==> config.mk <==
export PLATFORM = sky130hd
export DESIGN_NAME = circ_ptr_updater
export DESIGN_NICKNAME = d
export VERILOG_FILES = /design/src/rtl/circ_ptr_pkg.sv /design/src/rtl/circ_rst_sync.sv /design/src/rtl/circ_bound_regs.sv /design/src/rtl/circ_span.sv /design/src/rtl/circ_wrap.sv /design/src/rtl/circ_ptr_updater.sv
export SDC_FILE = /design/constraint.sdc
export NUM_CORES = 1
export LEC_CHECK = 0
export BUFFER_PORTS_ARGS = -buffer_cell sky130_fd_sc_hd__buf_2
export CORE_ASPECT_RATIO = 1.4
export CORE_UTILIZATION = 50
export CTS_BUF_LIST = sky130_fd_sc_hd__clkbuf_16
export CTS_CLUSTER_DIAMETER = 30
export DETAILED_ROUTE_END_ITERATION = 8
export PLACE_DENSITY = 0.7
export SYNTH_ARGS = -nofsm -noshare
export SYNTH_HDL_FRONTEND = slang
export SYNTH_SLANG_ARGS = --single-unit
==> constraint.sdc <==
create_clock -name clk -period 0.9 [get_ports clk]
set_input_delay 0.09 -clock clk [delete_from_list [all_inputs] [get_ports clk]]
set_output_delay 0.09 -clock clk [all_outputs]
set_load 0.005 [all_outputs]
==> src/rtl/circ_ptr_pkg.sv <==
package circ_ptr_pkg;

  typedef enum logic {
    DIR_UP   = 1'b0,
    DIR_DOWN = 1'b1
  } step_dir_e;

  typedef enum logic [1:0] {
    ORD_ASC    = 2'd0,
    ORD_DESC   = 2'd1,
    ORD_SINGLE = 2'd2
  } bound_order_e;

endpackage

==> src/rtl/circ_rst_sync.sv <==
module circ_rst_sync #(
  parameter int STAGES = 2
) (
  input  logic clk,
  input  logic rst_n,
  output logic rst_n_sync_o
);

  logic [STAGES-1:0] chain_q;

  always_ff @(posedge clk or negedge rst_n) begin
    if (!rst_n) begin
      chain_q <= '0;
    end else begin
      chain_q <= {chain_q[STAGES-2:0], 1'b1};
    end
  end

  assign rst_n_sync_o = chain_q[STAGES-1];

endmodule

==> src/rtl/circ_bound_regs.sv <==
module circ_bound_regs #(
  parameter int AW = 8
) (
  input  logic          clk,
  input  logic          rst_n,
  input  logic          ld_start_i,
  input  logic [AW-1:0] start_val_i,
  input  logic          ld_end_i,
  input  logic [AW-1:0] end_val_i,
  output logic [AW-1:0] start_o,
  output logic [AW-1:0] end_o
);

  logic [AW-1:0] start_q, start_d;
  logic [AW-1:0] end_q, end_d;

  always_comb begin
    start_d = start_q;
    end_d   = end_q;
    if (ld_start_i) start_d = start_val_i;
    if (ld_end_i)   end_d   = end_val_i;
  end

  always_ff @(posedge clk or negedge rst_n) begin
    if (!rst_n) begin
      start_q <= '0;
      end_q   <= '0;
    end else begin
      start_q <= start_d;
      end_q   <= end_d;
    end
  end

  assign start_o = start_q;
  assign end_o   = end_q;

  AST_START_HOLDS: assert property (@(posedge clk) disable iff (!rst_n)
    !ld_start_i |=> $stable(start_q));
  AST_END_HOLDS: assert property (@(posedge clk) disable iff (!rst_n)
    !ld_end_i |=> $stable(end_q));

endmodule

==> src/rtl/circ_span.sv <==
module circ_span
  import circ_ptr_pkg::*;
#(
  parameter int AW = 8,
  localparam int SW = AW + 1
) (
  input  logic [AW-1:0] start_i,
  input  logic [AW-1:0] end_i,
  output bound_order_e  order_o,
  output logic [AW-1:0] lo_o,
  output logic [AW-1:0] hi_o,
  output logic [SW-1:0] len_o
);

  logic [SW-1:0] one_w;
  assign one_w = {{AW{1'b0}}, 1'b1};

  always_comb begin
    if (start_i == end_i) begin
      order_o = ORD_SINGLE;
      lo_o    = start_i;
      hi_o    = start_i;
      len_o   = one_w;
    end else if (start_i < end_i) begin
      order_o = ORD_ASC;
      lo_o    = start_i;
      hi_o    = end_i;
      len_o   = ({1'b0, end_i} - {1'b0, start_i}) + one_w;
    end else begin
      order_o = ORD_DESC;
      lo_o    = end_i;
      hi_o    = start_i;
      len_o   = ({1'b0, start_i} - {1'b0, end_i}) + one_w;
    end
  end

endmodule

==> src/rtl/circ_wrap.sv <==
module circ_wrap
  import circ_ptr_pkg::*;
#(
  parameter int AW = 8,
  localparam int SW = AW + 1,
  localparam int EW = AW + 2
) (
  input  logic [AW-1:0] ptr_i,
  input  logic [AW-1:0] step_i,
  input  step_dir_e     dir_i,
  input  bound_order_e  order_i,
  input  logic [AW-1:0] lo_i,
  input  logic [AW-1:0] hi_i,
  input  logic [SW-1:0] len_i,
  output logic [AW-1:0] next_o
);

  logic signed [EW-1:0] ptr_x, step_x, lo_x, hi_x, len_x, cand_x;
  logic                 past_hi, past_lo;

  assign ptr_x  = {2'b00, ptr_i};
  assign step_x = {2'b00, step_i};
  assign lo_x   = {2'b00, lo_i};
  assign hi_x   = {2'b00, hi_i};
  assign len_x  = {1'b0, len_i};

  assign cand_x  = (dir_i == DIR_DOWN) ? (ptr_x - step_x) : (ptr_x + step_x);
  assign past_hi = cand_x > hi_x;
  assign past_lo = cand_x < lo_x;

  always_comb begin
    if (order_i == ORD_SINGLE) begin
      next_o = lo_i;
    end else if (past_hi) begin
      next_o = AW'(cand_x - len_x);
    end else if (past_lo) begin
      next_o = AW'(cand_x + len_x);
    end else begin
      next_o = AW'(cand_x);
    end
  end

endmodule

==> src/rtl/circ_ptr_updater.sv <==
module circ_ptr_updater
  import circ_ptr_pkg::*;
#(
  parameter int AW = 8,
  localparam int SW = AW + 1
) (
  input  logic          clk,
  input  logic          rst_n,
  input  logic          ld_start_i,
  input  logic [AW-1:0] start_val_i,
  input  logic          ld_end_i,
  input  logic [AW-1:0] end_val_i,
  input  logic          ld_ptr_i,
  input  logic [AW-1:0] ptr_val_i,
  input  logic          upd_i,
  input  logic [AW-1:0] step_i,
  input  logic          dir_down_i,
  output logic [AW-1:0] ptr_o
);

  logic          rst_n_s;
  logic [AW-1:0] start_w, end_w, lo_w, hi_w, wrapped_w;
  logic [SW-1:0] len_w;
  bound_order_e  order_w;
  step_dir_e     dir_w;
  logic [AW-1:0] ptr_q, ptr_d;
  logic          in_buf_w;

  circ_rst_sync #(.STAGES(2)) u_rst (
    .clk          (clk),
    .rst_n        (rst_n),
    .rst_n_sync_o (rst_n_s)
  );

  circ_bound_regs #(.AW(AW)) u_bounds (
    .clk         (clk),
    .rst_n       (rst_n_s),
    .ld_start_i  (ld_start_i),
    .start_val_i (start_val_i),
    .ld_end_i    (ld_end_i),
    .end_val_i   (end_val_i),
    .start_o     (start_w),
    .end_o       (end_w)
  );

  circ_span #(.AW(AW)) u_span (
    .start_i (start_w),
    .end_i   (end_w),
    .order_o (order_w),
    .lo_o    (lo_w),
    .hi_o    (hi_w),
    .len_o   (len_w)
  );

  assign dir_w = dir_down_i ? DIR_DOWN : DIR_UP;

  circ_wrap #(.AW(AW)) u_wrap (
    .ptr_i   (ptr_q),
    .step_i  (step_i),
    .dir_i   (dir_w),
    .order_i (order_w),
    .lo_i    (lo_w),
    .hi_i    (hi_w),
    .len_i   (len_w),
    .next_o  (wrapped_w)
  );

  always_comb begin
    ptr_d = ptr_q;
    if (ld_ptr_i) begin
      ptr_d = ptr_val_i;
    end else if (upd_i) begin
      ptr_d = wrapped_w;
    end
  end

  always_ff @(posedge clk or negedge rst_n_s) begin
    if (!rst_n_s) begin
      ptr_q <= '0;
    end else begin
      ptr_q <= ptr_d;
    end
  end

  assign ptr_o = ptr_q;

  assign in_buf_w = (ptr_q >= lo_w) && (ptr_q <= hi_w);

  AST_PTR_LOAD: assert property (@(posedge clk) disable iff (!rst_n_s)
    ld_ptr_i |=> ptr_q == $past(ptr_val_i));
  AST_PTR_HOLD: assert property (@(posedge clk) disable iff (!rst_n_s)
    (!ld_ptr_i && !upd_i) |=> $stable(ptr_q));
  AST_ZERO_STEP: assert property (@(posedge clk) disable iff (!rst_n_s)
    (upd_i && !ld_ptr_i && in_buf_w && step_i == '0) |=> $stable(ptr_q));
  AST_STAYS_INSIDE: assert property (@(posedge clk) disable iff (!rst_n_s)
    (upd_i && !ld_ptr_i && in_buf_w && ({1'b0, step_i} <= len_w))
      |=> (ptr_q >= $past(lo_w)) && (ptr_q <= $past(hi_w)));
  AST_SINGLE_SLOT: assert property (@(posedge clk) disable iff (!rst_n_s)
    (upd_i && !ld_ptr_i && start_w == end_w) |=> ptr_q == $past(start_w));

endmodule

==> impl_metrics.py <==
metrics = {
    "routing": {
        "via_per_inst": 5.79,
        "wl_um": 14400,
        "vias": 4548,
        "antenna_left": 0,
        "firstDrtPassIters": 5,
        "route.detailed.drc": 0,
        "post_drt_wl_per_cell_um": 18.3,
        "drtIter0Drc": 253,
    },
    "logic_synthesis": {
        "synth.top_cell.area_share_pct": 22.5,
        "ys_types": 59,
        "synth-edff-count": 0,
        "synth_seq_cells": 26,
        "mappedNetlistNets": 606,
        "synth_area_um2": 3950,
        "yosysSeqAreaShare_pct": 16.5,
        "synth_top_flop_cell": "dfrtp_1",
        "yosys.area.top_type": "ha_1",
        "ys_warn_count": 0,
        "syn_area_per_cell_um2": 8.12,
        "synthTopCellsByArea": "ha_1, dfrtp_1, inv_1, fa_1, mux2i_1",
        "synthCells": 486,
        "synthArstFlopShare_pct": 100,
    },
    "global_routing": {
        "grt_max_degree": 25,
        "overflow": 0,
        "grt_pass1_wl_um": 21700,
        "gr-usage-all-layers_pct": 34.0,
        "antenna_found_initial": 0,
        "grt_pass1_vias": 4636,
    },
    "layout": {
        "layout.cells.non_filler": 786,
        "multi_input_area_um2": 3350,
        "layout_common_cells": "buf_4, ha_1, inv_1, nand2_1, buf_2",
        "fill_cells": 517,
        "final_common_cell": "buf_4",
        "synthToLayoutAreaGrowth_pct": 52.6,
        "drive_gt1_share_pct": 43.1,
        "diodes": 0,
        "regArea_um2": 654,
        "num-nets-final": 807,
    },
    "worst_hold_path": {
        "hold_class": "input port to register",
    },
    "floorplan": {
        "rows": 38,
        "initial_core_util_pct": 51.2,
        "die_w_um": 77.1,
        "die_h_um": 107,
        "die-area_um2": 8250,
        "io_pins": 47,
        "core-area_um2": 7700,
    },
    "setup_path": {
        "crit_path_cell_trace": "inv_2 -> ha_4 -> inv_2 -> fa_2 -> a21boi_1 -> a211o_1 -> and2_4 -> nor2_4 -> buf_4 -> mux2i_1 -> ha_1 -> a21oi_1 -> o221ai_2 -> a211oi_2 -> or2_4 -> mux2i_1 -> nand4_1 -> a32o_2",
        "critPathLaunchType": "register",
        "slowest_stage": "dfrtp_1",
        "critPathArrivalTime_ps": 4160,
        "critPathRequiredTime_ps": 1050,
        "max_stage_delay_ps": 390,
        "path_class": "register to register",
        "endpoint_kind": "register",
        "cp_max_fo": 7,
    },
    "placement": {
        "post-place-ws_ps": -3260,
        "placed_cells": 764,
        "gp_congestion": 0.971,
        "io_buffers": 46,
        "dp_hpwl_um": 11000,
    },
    "flow_run": {
        "maxCapViolCount": 0,
    },
    "status": {
        "failed_checks": "negative setup slack",
        "outcome": "finished with violations",
    },
    "power_and_ir_drop": {
        "pwr_density_cell_nw_per_um2": 4090,
        "leakagePower_nw": 3.03,
        "total_power_mw": 24.6,
        "ir_drop_uv": 2230,
    },
    "sta": {
        "slew_headroom_pct": 58.7,
        "skew_ps": 3.74,
        "min_period_over_period_pct": 445,
        "fmax_mhz": 250,
        "fin_tns_setup_ps": -25340,
        "hold_viol": 0,
        "rsz0062_at_grt": "yes",
        "setup_viol": 16,
        "worst_pin_slew_ps": 614,
        "slew_violations": 0,
        "setup_ws_ps": -3100,
        "period_minus_slack_ps": 4000,
    },
    "clock_network": {
        "numCtsBuffers": 3,
        "cts_sinks": 26,
        "cts_max_level": 1,
        "worstSkewPairLatency_ps": 270,
        "cts.clk_slew.worst_paths_ps": 70,
        "cts_root_buf": "clkbuf_16",
        "cts_buffer_depth": 2,
        "cts_tree": "yes",
    },
}
## power by group
| group | internal (mW) | switching [mW] | leakage [nW] |
|---|---|---|---|
| clock network | 0.887 | 0.461 | 0.0511 |
| logic | 10.6 | 11.0 | 2.67 |
| registers | 1.42 | 0.261 | 0.311 |
| total | 12.9 | 11.7 | 3.03 |
## kinds of logic (layout without fill, tap and decap cells)
kind of cell,after synthesis,after routing,synth area share (%)
AO/OA/AOI/OAI,144,145,23.5
AND/OR/NAND/NOR,122,122,15.2
adder cells (fa/ha/maj),82,82,27.8
buffers and inverters,68,267,6.69
flip-flops,26,26,16.5
XOR/XNOR,24,24,5.33
multiplexers,19,19,4.82
other,1,1,0.0951
## what timing repair did
item,4_1_cts,5_1_grt
endpoints found under the setup margin,17,21
pin swaps,16,23
resized for setup,49,56
hold buffers,1,0
buffers inserted,12,6
hold endpoints to repair,2,0
cloned,1,0
## sequential cells by signal, indices dropped and copies added (netlist names)
name	count
u_rst.chain_q	2
u_bounds.end_o	8
ptr_o	8
u_bounds.start_o	8
## cell usage after synthesis (2+ instances only)
master    count
nand3_1       7
o22a_1        4
a21oi_1      37
ha_1         71
o21ai_1       2
a221oi_1      3
inv_1        54
nand2b_1      6
xnor2_1      18
o221ai_1      6
nand3b_1      2
fa_1         10
a21o_1        7
nand4_1       3
a211o_1       2
o21bai_1      4
dfrtp_1      26
nor3b_1       2
o31ai_1       5
o21ai_2       2
xor2_1        6
nor2_1       25
o21ai_0      37
a311oi_1      2
a211oi_1      2
clkbuf_1     11
o211ai_1      2
a31oi_1       7
nor3_1        6
and3_1        5
mux2i_1      19
nand2_1      41
nor2b_1      13
a21boi_0      2
o21a_1        8
or2_2         6
## per-layer routing
metal  track usage (%)  wire length [um]  up-vias  share of wire [%]
met2              67.5              7860      193                 55
met1              32.3              5080     2174                 35
met4              23.6               907        0                6.3
li1                  -                 -     2117                  -
met3              2.89               502       64                3.5
met5                 0                 0        -                  0
## path summary, 6_finish.rpt
path	start	endpoint	slack [ps]	cells past startpoint
hold / removal	start_val_i[1]	u_bounds.start_o[1]	30	3
hold reg to reg	u_rst.chain_q[1]	u_bounds.end_o[6]	220	1
max in group asynchronous	u_rst.chain_q[1]	ptr_o[1]	520	1
min in group asynchronous	rst_n	u_rst.chain_q[1]	130	2
setup / recovery	u_bounds.end_o[4]	ptr_o[5]	-3100	18
setup reg to reg	u_bounds.end_o[4]	ptr_o[5]	-3100	18
## layout make-up
| cell class | instances | share of cell area [%] |
|---|---|---|
| Clock buffer | 3 | 1.25 |
| Clock inverter | 1 | 0.499 |
| Inverter | 54 | 3.49 |
| Multi-Input combinational cell | 393 | 55.6 |
| Sequential cell | 26 | 10.9 |
| Tap cell | 100 | 2.08 |
| Timing Repair Buffer | 209 | 26.2 |
## critical path: cells and delay by family, from the launching register on
family | cells | cell delay, ps
mux | 2 | 370
flops | 1 | 390
fa+ha+maj | 3 | 740
buf+inv | 3 | 290
compound gates | 6 | 1360
simple gates | 4 | 720
## per-stage QoR
step	hold slack [ps]	area, um2	utilization (%)
2_1_floorplan	-206	3980	-
6_report	26.1	6020	78.2
3_3_place_gp	-124	5400	70.1
4_1_cts	29.7	5810	75.4
3_5_place_dp	-124	5400	70.1
5_1_grt	38.9	6020	78.2
Note: power is estimated with default switching activity, not from simulation.
